--- src/rtl/jp_pkg.sv ---
package jp_pkg;

    typedef enum logic [1:0] {
        TAG_NONE = 2'b00,
        TAG_PRED = 2'b01,
        TAG_JOIN = 2'b10
    } jp_tag_e;

    typedef enum logic [2:0] {
        ST_IDLE,
        ST_SHADOW,
        ST_JOINED,
        ST_NULLIFY,
        ST_INSERT,
        ST_RECOVER
    } jp_state_e;

endpackage

--- src/rtl/jp_qualify.sv ---
module jp_qualify #(
    parameter int MAX_PATH = 8,
    parameter int LEN_W    = 4
) (
    input  logic             dec_valid,
    input  logic             dec_cbr,
    input  logic [LEN_W-1:0] pred_len,
    input  logic [LEN_W-1:0] alt_len,
    output logic             start_ok
);
    localparam logic [LEN_W-1:0] LIMIT = LEN_W'(MAX_PATH);

    logic fits;

    always_comb begin
        fits     = (pred_len <= LIMIT) && (alt_len <= LIMIT);
        start_ok = dec_valid && dec_cbr && fits;
    end
endmodule

--- src/rtl/jp_tag_window.sv ---
module jp_tag_window
    import jp_pkg::*;
#(
    parameter int DEPTH = 16,
    parameter int IW    = 4
) (
    input  logic               clk,
    input  logic               rst_n,
    input  logic               clr,
    input  logic               wr_en,
    input  logic [IW-1:0]      wr_idx,
    input  jp_tag_e            wr_tag,
    output logic [2*DEPTH-1:0] tags_flat,
    output logic [DEPTH-1:0]   pred_mask
);
    for (genvar i = 0; i < DEPTH; i++) begin : g_slot
        jp_tag_e tag_q;

        always_ff @(posedge clk) begin
            if (!rst_n) begin
                tag_q <= TAG_NONE;
            end else if (clr) begin
                tag_q <= TAG_NONE;
            end else if (wr_en && (wr_idx == IW'(i))) begin
                tag_q <= wr_tag;
            end
        end

        assign tags_flat[2*i +: 2] = tag_q;
        assign pred_mask[i]        = (tag_q == TAG_PRED);
    end
endmodule

--- src/rtl/jp_ctrl.sv ---
module jp_ctrl
    import jp_pkg::*;
#(
    parameter int LEN_W = 4,
    parameter int DEPTH = 16,
    parameter int IW    = 4,
    parameter int CW    = 5
) (
    input  logic             clk,
    input  logic             rst_n,
    input  logic             dec_valid,
    input  logic             dec_cbr,
    input  logic [LEN_W-1:0] pred_len,
    input  logic [LEN_W-1:0] alt_len,
    input  logic             start_ok,
    input  logic             res_valid,
    input  logic             res_mispredict,
    input  logic             ins_ack,
    output logic             clr,
    output logic             wr_en,
    output logic [IW-1:0]    wr_idx,
    output jp_tag_e          wr_tag,
    output logic             null_en,
    output logic             ins_req,
    output logic [LEN_W-1:0] ins_count,
    output logic             join_hold,
    output logic             full_recover
);
    jp_state_e        state, nxt;
    logic [CW-1:0]    cnt, cnt_n;
    logic [CW-1:0]    pl_q;
    logic [LEN_W-1:0] al_q;
    logic             load;

    // next state and slot writes
    always_comb begin
        nxt    = state;
        cnt_n  = cnt;
        wr_en  = 1'b0;
        wr_tag = TAG_NONE;
        load   = 1'b0;
        unique case (state)
            ST_IDLE: begin
                if (res_valid && res_mispredict) begin
                    nxt = ST_RECOVER;
                end else if (start_ok) begin
                    load  = 1'b1;
                    cnt_n = '0;
                    nxt   = (pred_len == '0) ? ST_JOINED : ST_SHADOW;
                end
            end
            ST_SHADOW: begin
                if (res_valid) begin
                    nxt = res_mispredict ? ST_RECOVER : ST_IDLE;
                end else if (dec_valid && dec_cbr) begin
                    nxt = ST_RECOVER;
                end else if (dec_valid) begin
                    wr_en  = 1'b1;
                    wr_tag = TAG_PRED;
                    cnt_n  = cnt + CW'(1);
                    if (cnt + CW'(1) == pl_q) begin
                        nxt = ST_JOINED;
                    end
                end
            end
            ST_JOINED: begin
                if (res_valid) begin
                    nxt = res_mispredict ? ST_NULLIFY : ST_IDLE;
                end else if (dec_valid && (cnt < CW'(DEPTH))) begin
                    wr_en  = 1'b1;
                    wr_tag = TAG_JOIN;
                    cnt_n  = cnt + CW'(1);
                end
            end
            ST_NULLIFY: begin
                nxt = (al_q != '0) ? ST_INSERT : ST_IDLE;
            end
            ST_INSERT: begin
                if (ins_ack) begin
                    nxt = ST_IDLE;
                end
            end
            ST_RECOVER: begin
                nxt = ST_IDLE;
            end
            default: begin
                nxt = ST_IDLE;
            end
        endcase
        clr    = (nxt == ST_IDLE) || (nxt == ST_RECOVER);
        wr_idx = cnt[IW-1:0];
    end

    // state register
    always_ff @(posedge clk) begin
        if (!rst_n) begin
            state <= ST_IDLE;
            cnt   <= '0;
            pl_q  <= '0;
            al_q  <= '0;
        end else begin
            state <= nxt;
            cnt   <= cnt_n;
            if (load) begin
                pl_q <= CW'(pred_len);
                al_q <= alt_len;
            end
        end
    end

    // outputs
    always_comb begin
        null_en      = (state == ST_NULLIFY);
        ins_req      = (state == ST_INSERT);
        join_hold    = (state == ST_NULLIFY) || (state == ST_INSERT);
        full_recover = (state == ST_RECOVER);
        ins_count    = (state == ST_INSERT) ? al_q : '0;
    end
endmodule

--- src/rtl/jp_repair_tracker.sv ---
module jp_repair_tracker
    import jp_pkg::*;
#(
    parameter int MAX_PATH = 8,
    parameter int LEN_W    = 4,
    localparam int DEPTH   = 2 * MAX_PATH,
    localparam int IW      = $clog2(DEPTH),
    localparam int CW      = $clog2(DEPTH + 1)
) (
    input  logic               clk,
    input  logic               rst_n,
    input  logic               dec_valid,
    input  logic               dec_cbr,
    input  logic [LEN_W-1:0]   dec_pred_len,
    input  logic [LEN_W-1:0]   dec_alt_len,
    input  logic               res_valid,
    input  logic               res_mispredict,
    input  logic               ins_ack,
    output logic [2*DEPTH-1:0] slot_tags,
    output logic [DEPTH-1:0]   nullify_mask,
    output logic               ins_req,
    output logic [LEN_W-1:0]   ins_count,
    output logic               join_hold,
    output logic               full_recover
);
    logic             start_ok;
    logic             clr;
    logic             wr_en;
    logic [IW-1:0]    wr_idx;
    jp_tag_e          wr_tag;
    logic             null_en;
    logic [DEPTH-1:0] pred_mask;

    jp_qualify #(.MAX_PATH(MAX_PATH), .LEN_W(LEN_W)) u_qualify (
        .dec_valid (dec_valid),
        .dec_cbr   (dec_cbr),
        .pred_len  (dec_pred_len),
        .alt_len   (dec_alt_len),
        .start_ok  (start_ok)
    );

    jp_ctrl #(.LEN_W(LEN_W), .DEPTH(DEPTH), .IW(IW), .CW(CW)) u_ctrl (
        .clk            (clk),
        .rst_n          (rst_n),
        .dec_valid      (dec_valid),
        .dec_cbr        (dec_cbr),
        .pred_len       (dec_pred_len),
        .alt_len        (dec_alt_len),
        .start_ok       (start_ok),
        .res_valid      (res_valid),
        .res_mispredict (res_mispredict),
        .ins_ack        (ins_ack),
        .clr            (clr),
        .wr_en          (wr_en),
        .wr_idx         (wr_idx),
        .wr_tag         (wr_tag),
        .null_en        (null_en),
        .ins_req        (ins_req),
        .ins_count      (ins_count),
        .join_hold      (join_hold),
        .full_recover   (full_recover)
    );

    jp_tag_window #(.DEPTH(DEPTH), .IW(IW)) u_window (
        .clk       (clk),
        .rst_n     (rst_n),
        .clr       (clr),
        .wr_en     (wr_en),
        .wr_idx    (wr_idx),
        .wr_tag    (wr_tag),
        .tags_flat (slot_tags),
        .pred_mask (pred_mask)
    );

    assign nullify_mask = null_en ? pred_mask : '0;
endmodule

--- config.mk ---
export PLATFORM = sky130hd
export DESIGN_NAME = jp_repair_tracker
export DESIGN_NICKNAME = d
export VERILOG_FILES = /design/src/rtl/jp_pkg.sv /design/src/rtl/jp_qualify.sv /design/src/rtl/jp_tag_window.sv /design/src/rtl/jp_ctrl.sv /design/src/rtl/jp_repair_tracker.sv
export SDC_FILE = /design/constraint.sdc
export NUM_CORES = 1
export LEC_CHECK = 0
export BUFFER_PORTS_ARGS = -buffer_cell sky130_fd_sc_hd__buf_2
export CORE_MARGIN = 2
export CORE_UTILIZATION = 34
export DETAILED_ROUTE_END_ITERATION = 6
export PLACE_DENSITY_LB_ADDON = 0.15
export SYNTH_ARGS = -nofsm -noshare
export SYNTH_HDL_FRONTEND = slang
export SYNTH_HIERARCHICAL = 1
export SYNTH_SLANG_ARGS = --single-unit
--- constraint.sdc ---
create_clock -name clk -period 2.7 [get_ports clk]
set_input_delay 0.81 -clock clk [delete_from_list [all_inputs] [get_ports clk]]
set_output_delay 0.81 -clock clk [all_outputs]
set_load 0.005 [all_outputs]
==> impl_metrics.ini <==
[floorplanning]
io_pins = 70
num_rows = 31
dieArea_um2 = 8405
die_y_um = 91.68
initial_core_util = 0.3565
die_x_um = 91.68
core_um2 = 7331

[logic_synthesis]
synth_common_cells = nand2_1, dfxtp_1, mux2i_1
ys_seq_elements = 48
yosysSeqAreaShare = 0.3676
synth_nets = 309
synth_top_area_frac = 0.3676
yosysMostFrequentCell = nand2_1
syn-cell-area_um2 = 2614
async_reset_ff_frac = 0
ys.flop_type = dfxtp_1
yosys_warnings = 6
synth.distinct_cells = 50
synth_cells = 293
synth.avg_cell_area_um2 = 8.921
ys_top_cells_by_area = dfxtp_1, mux2i_1, nand2_1
synth_edf_count = 0
yosysTopAreaCell = dfxtp_1

[clock_network]
clockBufferDepth = 2
numCtsBuffers = 5
cts_root_buffer = clkbuf_8
clk_pin_slew_worst_paths_ns = 0.10
clkSinkCount = 48
tritoncts = built
clkLatencyLatePin_ns = 0.30
htreeDepth = 2

[route]
dr_total_vias = 2283
viasPerCell = 4.776
ant_nets = 0
wire_per_inst_um = 13.68
drc = 0
drt_iter0_drc = 168
drt_pass1_iterations = 4
wirelength_mm = 6.537

[timing]
finalCriticalPeriod_ns = 2.550
worst_slew_pin_slew_ns = 0.5919
fmax_ghz = 0.3922
fin_setup_tns_ns = 0
finalSetupViolCount = 0
maxSlewViolCount = 0
period_share = 0.9443
hold_viol_final = 0
relSlewSlack = 0.6024
rsz0062_at_grt = no
finClkSkew_ns = 0.01442

[min_path]
min_path_type = reg2reg
worstHoldStart = u_window/g_slot[4].tag_q[0]

[power_and_ir_drop]
p_sw_frac = 0.2318
total_power_mw = 1.508
leakagePower_nw = 1.746
ir_drop_v = 0.0002986
seqPwrFrac = 0.479
p_per_area_nw_per_um2 = 450.0
pwr-share-comb = 0.106
p_int_mw = 1.159
clockPowerShare = 0.415
p_switching_mw = 0.3496

[critical_path]
cp.required_ns = 2.94
crit_start = dec_pred_len[1]
crit_arrival_ns = 2.79
r2r-start = u_ctrl/cnt[1]
critPathMaxFanout = 9
worstSetupEndpointType = flip-flop
critical_path_class = in2reg
startpoint_type = input pin

[flow_run]
drv_cap = 0

[final_layout]
final_layout_size_suffix_gt1_frac = 0.3430
ff_latch_area_um2 = 960.9
diodes = 0
fill_cells = 747
multi_input_area_um2 = 1541
finalNonFillerCells = 478
area_growth_pct = 28.24
utilization = 0.4572
final_nets = 394

[placed_design]
placed_cells = 466
dp_hpwl_mm = 4.701
gp_congestion = 0.8255
place.port_buffers = 69

[grt]
grt_usage = 0.1546
grt_pass1_wl_mm = 10.74
antenna_found_initial = 0
grt_overflow = 0
grt_pass1_vias = 2209
grt_max_degree = 19

[run_status]
status = finished, final reports clean
worst max-delay path: stages:
cell       delay [ns]
buf_2            0.11
o31ai_2          0.25
and4_1           0.22
a31oi_1          0.08
a2111oi_0        0.42
buf_4            0.19
nor3_1           0.05
nor2b_2          0.16
buf_6            0.14
buf_4            0.16
nand2_1          0.07
mux2i_1          0.13
layout make-up:
class | instances | share of cell area
clock buffers | 5 | 0.02053
well taps | 99 | 0.03695
flip-flops and latches | 48 | 0.2867
clock inverters | 3 | 0.02053
multi-input cells | 225 | 0.4599
repair buffers | 93 | 0.1687
inverters | 5 | 0.006719
final timing paths:
kind	endpoint	cells after the start	slack (ns)
hold reg to reg	u_window/g_slot[4].tag_q[0]	2	0.47
setup reg to reg	u_window/g_slot[8].tag_q[0]	11	0.25
setup / recovery	u_window/g_slot[8].tag_q[0]	12	0.15
hold / removal	u_window/g_slot[4].tag_q[0]	2	0.47
repair_timing:
item / 4_1_cts / 5_1_grt
hold buffers: 0 / 0
resized for setup: 0 / 16
endpoints found under the setup margin: 0 / 41
buffers inserted: 0 / 2
cell families after synthesis:
logic type,after synthesis,share of synthesized area
AOI/OAI and AO/OA,27,0.07995
and+or+nand+nor,150,0.3126
adders and majority gates,1,0.004786
DFF,48,0.3676
buffers and inverters,21,0.06079
muxes,42,0.1608
xor gates and xnor gates,4,0.01341
power by group through the flow:
stage          combinational (mW)  clock [mW]  sequential [mW]
2_1_floorplan              0.0979           0            0.732
3_3_place_gp                0.131           0            0.739
3_5_place_dp                0.131           0            0.739
4_1_cts                     0.132       0.645            0.723
5_1_grt                     0.175       0.673            0.725
6_report                    0.160       0.626            0.723
layout by cell type (no fill, tap or decap), types with 6 or more instances in the layout:
| cell | Yosys | routed |
|---|---|---|
| and2_2 | 12 | 12 |
| nor2b_1 | 18 | 18 |
| nand3_1 | 8 | 8 |
| nor2_1 | 19 | 19 |
| nand2b_1 | 6 | 6 |
| buf_4 | 5 | 19 |
| nand2_1 | 52 | 51 |
| and2_1 | 7 | 7 |
| buf_2 | 1 | 69 |
| mux2i_1 | 42 | 42 |
| dfxtp_1 | 48 | 48 |
per-layer routing:
metal,routed length [um],track usage
met5,0,0
met3,229,0.02465
met2,2965,0.2463
met1,3279,0.2141
met4,63,0.04798
metrics by stage:
step	cell area, um2	hold WS [ns]	setup slack (ns)
2_1_floorplan	2614	0.4633	0.1303
3_3_place_gp	3100	0.4564	-0.1607
3_5_place_dp	3100	0.4606	-0.1873
4_1_cts	3238	0.4747	0.08394
5_1_grt	3352	0.5038	0.001536
6_report	3352	0.4704	0.1503
sequential cells by signal, summed over array words and instances, names as in the netlist:
signal,count
u_ctrl/state,3
u_ctrl/al_q,4
u_ctrl/cnt,5
u_window/g_slot.tag_q,32
u_ctrl/pl_q,4
Power figures use the tool's default switching activity.
